## src/rtl/arb_pkg.sv

```systemverilog
// Shared types for the bus grant arbitration controller.
// Assumes: nothing beyond IEEE 1800-2017 enums.
package arb_pkg;

    // Controller states: idle, grant offered, grant held after acknowledge,
    // bus yielded to the external master.
    typedef enum logic [1:0] {
        ARB_IDLE     = 2'd0,
        ARB_OFFER    = 2'd1,
        ARB_HANDOFF  = 2'd2,
        ARB_YIELDED  = 2'd3
    } arb_state_e;

endpackage

```

## src/rtl/arb_sync.sv

```systemverilog
// Multi-stage synchronizer for one asynchronous active-low input.
// Produces an active-high level. Reset loads the inactive value.
// Assumes: STAGES >= 2; the input is a slow level, not a pulse.
module arb_sync #(
    parameter int STAGES = 2
) (
    input  logic clk,
    input  logic rst_n,
    input  logic async_n,
    output logic level
);

    logic [STAGES-1:0] chain_q;

    // Stage 0 captures the pin value.
    always_ff @(posedge clk) begin
        if (!rst_n) chain_q[0] <= 1'b1;
        else        chain_q[0] <= async_n;
    end

    // Each further stage re-times the previous one.
    for (genvar s = 1; s < STAGES; s++) begin : g_stage
        always_ff @(posedge clk) begin
            if (!rst_n) chain_q[s] <= 1'b1;
            else        chain_q[s] <= chain_q[s-1];
        end
    end

    assign level = ~chain_q[STAGES-1];

endmodule

```

## src/rtl/arb_gate.sv

```systemverilog
// Decides whether the internal bus is at a point where ownership may move.
// A halted processor runs no transfer, so halt counts as a boundary.
// Assumes: op_end, rmw_lock and halted are synchronous to clk.
module arb_gate (
    input  logic op_end,
    input  logic rmw_lock,
    input  logic halted,
    output logic safe_pt
);

    // Boundary reached and no locked sequence open.
    always_comb begin
        safe_pt = (op_end | halted) & ~rmw_lock;
    end

endmodule

```

## src/rtl/arb_fsm.sv

```systemverilog
// Grant sequencing state machine working on synchronized, active-high levels.
// Offers grant at safe points, holds it NEG_DLY cycles after an acknowledge
// edge, and re-offers it REGRANT_DLY cycles after negation while a request
// is still pending. The outputs are registered.
// Assumes: NEG_DLY >= 1 and REGRANT_DLY >= 1.
module arb_fsm
    import arb_pkg::*;
#(
    parameter int NEG_DLY     = 2,
    parameter int REGRANT_DLY = 2
) (
    input  logic clk,
    input  logic rst_n,
    input  logic req_s,
    input  logic ack_s,
    input  logic safe_pt,
    output logic grant_q,
    output logic yield_q
);

    localparam int MAXD = (NEG_DLY > REGRANT_DLY) ? NEG_DLY : REGRANT_DLY;
    localparam int CW   = (MAXD < 2) ? 1 : $clog2(MAXD);
    localparam logic [CW-1:0] NEG_LOAD = CW'(NEG_DLY - 1);
    localparam logic [CW-1:0] REG_LOAD = CW'(REGRANT_DLY - 1);

    arb_state_e    st_q, st_d;
    logic [CW-1:0] cnt_q, cnt_d;
    logic          ack_d1_q;
    logic          ack_rise;

    assign ack_rise = ack_s & ~ack_d1_q;

    // Remember the previous acknowledge level for edge detection.
    always_ff @(posedge clk) begin
        if (!rst_n) ack_d1_q <= 1'b0;
        else        ack_d1_q <= ack_s;
    end

    // Next-state and delay-counter logic.
    always_comb begin
        st_d  = st_q;
        cnt_d = cnt_q;
        unique case (st_q)
            ARB_IDLE: begin
                if (req_s && safe_pt) st_d = ARB_OFFER;
            end
            ARB_OFFER: begin
                if (ack_rise) begin
                    st_d  = ARB_HANDOFF;
                    cnt_d = NEG_LOAD;
                end else if (!req_s) begin
                    if (ack_s) begin
                        st_d  = ARB_YIELDED;
                        cnt_d = REG_LOAD;
                    end else begin
                        st_d = ARB_IDLE;
                    end
                end
            end
            ARB_HANDOFF: begin
                if (cnt_q == '0) begin
                    st_d  = ARB_YIELDED;
                    cnt_d = REG_LOAD;
                end else begin
                    cnt_d = cnt_q - 1'b1;
                end
            end
            ARB_YIELDED: begin
                if (cnt_q != '0)  cnt_d = cnt_q - 1'b1;
                else if (req_s)   st_d  = ARB_OFFER;
                else if (!ack_s)  st_d  = ARB_IDLE;
            end
            default: st_d = ARB_IDLE;
        endcase
    end

    // State, counter and registered outputs.
    always_ff @(posedge clk) begin
        if (!rst_n) begin
            st_q    <= ARB_IDLE;
            cnt_q   <= '0;
            grant_q <= 1'b0;
            yield_q <= 1'b0;
        end else begin
            st_q    <= st_d;
            cnt_q   <= cnt_d;
            grant_q <= (st_d == ARB_OFFER) || (st_d == ARB_HANDOFF);
            yield_q <= (st_d != ARB_IDLE);
        end
    end

    // An idle controller offers nothing outside a safe point.
    assert_idle_waits_safe_R2: assert property (@(posedge clk) disable iff (!rst_n)
        (st_q == ARB_IDLE && !safe_pt) |=> !grant_q);

    // Grant only rises on a pending synchronized request.
    assert_grant_has_request_R6: assert property (@(posedge clk) disable iff (!rst_n)
        $rose(grant_q) |-> $past(req_s));

    // Grant always comes with the internal engine held off.
    assert_grant_implies_yield_R9: assert property (@(posedge clk) disable iff (!rst_n)
        grant_q |-> yield_q);

    // The internal engine resumes only once request and acknowledge are gone.
    assert_resume_when_clear_R9: assert property (@(posedge clk) disable iff (!rst_n)
        $fell(yield_q) |-> (!$past(ack_s) && !$past(req_s)));

endmodule

```

## src/rtl/busgrant_arbiter.sv

```systemverilog
// Top of the bus grant arbitration controller.
// Synchronizes the external request and acknowledge lines, qualifies
// ownership changes against the internal transfer status, and drives the
// active-low grant and the yield flag for the internal bus engine.
// Assumes: req_n and ack_n are asynchronous; the other inputs are synchronous.
module busgrant_arbiter #(
    parameter int SYNC_STAGES = 2,
    parameter int NEG_DLY     = 2,
    parameter int REGRANT_DLY = 2
) (
    input  logic clk,
    input  logic rst_n,
    input  logic req_n,
    input  logic ack_n,
    input  logic op_end,
    input  logic rmw_lock,
    input  logic halted,
    output logic grant_n,
    output logic bus_yield
);

    logic req_s;
    logic ack_s;
    logic safe_pt;
    logic grant_q;
    logic yield_q;

    arb_sync #(.STAGES(SYNC_STAGES)) u_req_sync (
        .clk     (clk),
        .rst_n   (rst_n),
        .async_n (req_n),
        .level   (req_s)
    );

    arb_sync #(.STAGES(SYNC_STAGES)) u_ack_sync (
        .clk     (clk),
        .rst_n   (rst_n),
        .async_n (ack_n),
        .level   (ack_s)
    );

    arb_gate u_gate (
        .op_end   (op_end),
        .rmw_lock (rmw_lock),
        .halted   (halted),
        .safe_pt  (safe_pt)
    );

    arb_fsm #(
        .NEG_DLY     (NEG_DLY),
        .REGRANT_DLY (REGRANT_DLY)
    ) u_fsm (
        .clk     (clk),
        .rst_n   (rst_n),
        .req_s   (req_s),
        .ack_s   (ack_s),
        .safe_pt (safe_pt),
        .grant_q (grant_q),
        .yield_q (yield_q)
    );

    assign grant_n   = ~grant_q;
    assign bus_yield = yield_q;

    // A locked read-modify-write keeps an idle controller from granting.
    assert_lock_blocks_R3: assert property (@(posedge clk) disable iff (!rst_n)
        (grant_n && !bus_yield && rmw_lock) |=> grant_n);

endmodule

```

## config.mk

```make
export PLATFORM = sky130hd
export DESIGN_NAME = busgrant_arbiter
export DESIGN_NICKNAME = d
export VERILOG_FILES = /design/src/rtl/arb_pkg.sv /design/src/rtl/arb_sync.sv /design/src/rtl/arb_gate.sv /design/src/rtl/arb_fsm.sv /design/src/rtl/busgrant_arbiter.sv
export SDC_FILE = /design/constraint.sdc
export NUM_CORES = 1
export LEC_CHECK = 0
export BUFFER_PORTS_ARGS = -buffer_cell sky130_fd_sc_hd__buf_2
export CAP_MARGIN = 0
export CORE_AREA = 2 2 39 41
export CTS_CLUSTER_SIZE = 16
export DETAILED_ROUTE_END_ITERATION = 7
export DIE_AREA = 0 0 41 43
export GPL_ROUTABILITY_DRIVEN = 0
export GPL_TIMING_DRIVEN = 0
export SLEW_MARGIN = 10
export SYNTH_ARGS = -nofsm -noshare
export SYNTH_HDL_FRONTEND = slang
export SYNTH_SLANG_ARGS = --single-unit
```

## constraint.sdc

```tcl
create_clock -name clk -period 1.6 [get_ports clk]
set_input_delay 0.4 -clock clk [delete_from_list [all_inputs] [get_ports clk]]
set_output_delay 0.4 -clock clk [all_outputs]
set_load 0.05 [all_outputs]
```

==> results.md <==
- Per-cell routed wire length: 9.82 um
- Yosys reg bits: 10
- WS Path Type: flip-flop to flip-flop
- Worst Path Required: 1.76 ns
- Post-CTS Setup Inserts: 0
- GRT overflow: 0
- Antenna violations before repair: 0
- Post-synth EDFFs: 0
- Final Net Count: 61
- Core area: 1380 um^2
- Syn Inst Count: 40
- Iter 0 DRT Violations: 2
- Drt first pass iters: 4
- Clk buf depth: 2
- Cell area after synthesis: 407 um^2
- Final-report max-slew violation count: 0
- Crit-path max FO: 4
- Startpoint types: flip-flop
- P per Cell Area: 1030 nW/um^2
- Ports: 9
- Leakage: 0.000216 uW
- Share of the synthesized area in the top cell type: 0.492
- Dpl cell area: 467 um^2
- CTS sink cnt: 10
- Clock-pin slew on the worst setup and hold paths: 0.07 ns
- Asr flop ratio synth: 0
- CP arrival: 1.62 ns
- Peak supply drop: 0.000543 V
- Final ANT Viol Nets: 0
- Num CTS Buffers: 3
- Tcrit/Tclk final: 0.913
- Vias per std cell: 4.71
- Final Hold Fails: 0
- Detailed Route WL: 668 um
- Synth unique cells: 23
- Final instance area: 503 um^2
- Site row count: 14
- Share of cells above drive strength 1: 0.308
- Setup ws final: 0.139 ns
- ANT cells: 0
- Via count: 320
- CTS Hold Bufs: 0
- Clock skew: 0.00215 ns
- Worst setup EP type: flip-flop
- CTS tree: built
- CTS resizes: 0
- Hold crit path type: input port to flip-flop
- Pre-CTS setup slack: -0.0304 ns
- DRC violations left: 0
- Synth area leader: dfxtp_1
- Post-synth top cells: 10 x dfxtp_1, 6 x nand2b_1, 3 x nor2b_1, 2 x o21ai_0
- Initial core utilization: 0.294
- Area grow syn2layout: 23.7%
- Final setup fails: 0
- CTS Root Cell: clkbuf_4
- Die Y: 43 um
- Status: finished clean
- Seq/Total Area, Yosys: 0.492
- Rel. slew slack: 0.762
- DPL Wire Length: 479 um
- Yosys warning total: 0
- Syn_area_per_cell: 10.2 um^2
- Maxcap violations: 0
- CTS H-tree lvls: 1
- Unrepaired setup endpoints after global routing: false
- Die Area: 1760 um^2
- Top-count cell post-synth: dfxtp_1
- Dominant cells by area after synthesis: dfxtp_1 49%, nand2b_1 9.2%, nor2b_1 4.6%, nor2b_4 3.4%, ha_1 3.1%
- Clock latency at the later pin of the worst-skew pair: 0.26 ns
- Total GRT Usage: 0.0999
- Largest net degree at the start of global routing: 11
- Tmin final: 1.46 ns
- Port Buffers: 8
- Die W: 41 um
- Fmax: 684 MHz
- First-pass GRT wire length: 1100 um
- Post-synth net total: 48
- Top FF cell, synth: dfxtp_1
- Number of global-route vias before repair: 275
- Slew @ Worst Pin: 0.357 ns
[final cells by class]
class	instances	area, um^2
Clock buffer	4	36.3
Buffer	1	3.75
Timing Repair Buffer	8	40.0
Tap cell	16	20.0
Multi-Input combinational cell	28	199
Inverter	1	3.75
Sequential cell	10	200
Fill cell	154	881
[path summary, 6_finish.rpt]
kind	from	end	slack, ns	cells after the start
min reg2reg	u_req_sync.chain_q[0]	u_req_sync.chain_q[1]	0.41	1
min	req_n	u_req_sync.chain_q[0]	0.32	2
max	u_fsm.cnt_q	u_fsm.grant_q	0.14	5
max reg2reg	u_fsm.cnt_q	u_fsm.grant_q	0.14	5
[where the power goes]
part / internal [uW] / total [uW] / switching, uW
sequential: 256 / 260 / 4.06
combinational: 18.0 / 32.4 / 14.4
clock: 138 / 224 / 86.2
[routing by layer]
layer,routed length (um),share of wire,vias up,track usage
li1,-,-,161,-
met4,0,0,0,0.0400
met3,55,0.082,0,0.0785
met2,318,0.48,11,0.138
met1,295,0.44,148,0.111
met5,0,0,-,0
[stage by stage]
| stage | total power [uW] | instances | TNS (ns) | utilization | hold slack [ns] |
|---|---|---|---|---|---|
| 2_1_floorplan | 287 | 40 | 0 | - | 0.386 |
| 3_3_place_gp | 298 | 64 | -0.0153 | 0.337 | 0.390 |
| 3_5_place_dp | 299 | 64 | -0.0304 | 0.337 | 0.397 |
| 4_1_cts | 527 | 68 | 0 | 0.363 | 0.310 |
| 5_1_grt | 542 | 68 | 0 | 0.363 | 0.307 |
| 6_report | 517 | 68 | 0 | 0.363 | 0.320 |
[registers in the layout, summed over array words and instances (netlist names)]
name	cells
u_fsm.st_q	2
u_fsm.ack_d1_q	1
u_fsm.yield_q	1
u_req_sync.chain_q	2
u_ack_sync.chain_q	2
u_fsm.grant_q	1
u_fsm.cnt_q	1
[cell usage in the layout, fill, tap and decap left out]
cell type  synthesis  final
nand3_1            1      1
nor2b_4            1      1
and4_1             1      1
buf_2              0      8
clkbuf_8           0      1
and2_1             1      1
clkbuf_4           0      3
and2b_2            1      1
o21ai_0            2      2
dfxtp_1           10     10
nor3_1             1      1
ha_1               1      1
nor2_1             1      1
nand2b_1           6      6
and3b_2            1      1
a22oi_1            1      1
nand3b_1           1      1
or2b_1             1      1
a211o_1            1      1
clkbuf_1           1      1
or2_2              1      1
or3b_1             1      1
nor2b_1            3      3
inv_1              1      1
o21bai_1           1      1
a21oi_1            1      1
[cell families (layout without fill, tap and decap cells)]
family | Yosys count | count (layout) | share of synthesized area
AND/OR/NAND/NOR | 21 | 21 | 0.363
adder cells (fa/ha/maj) | 1 | 1 | 0.0308
AO/OA/AOI/OAI | 6 | 6 | 0.0954
flip-flops | 10 | 10 | 0.492
buffers and inverters | 2 | 14 | 0.0184
[critical path, cell delays in order (launching register included)]
cell and delay (ns):
dfxtp_1 0.38, and3b_2 0.22, o21ai_0 0.20, nand3_1 0.12
ha_1 0.29, and2_1 0.15
Note: power is estimated with default switching activity, not from simulation.
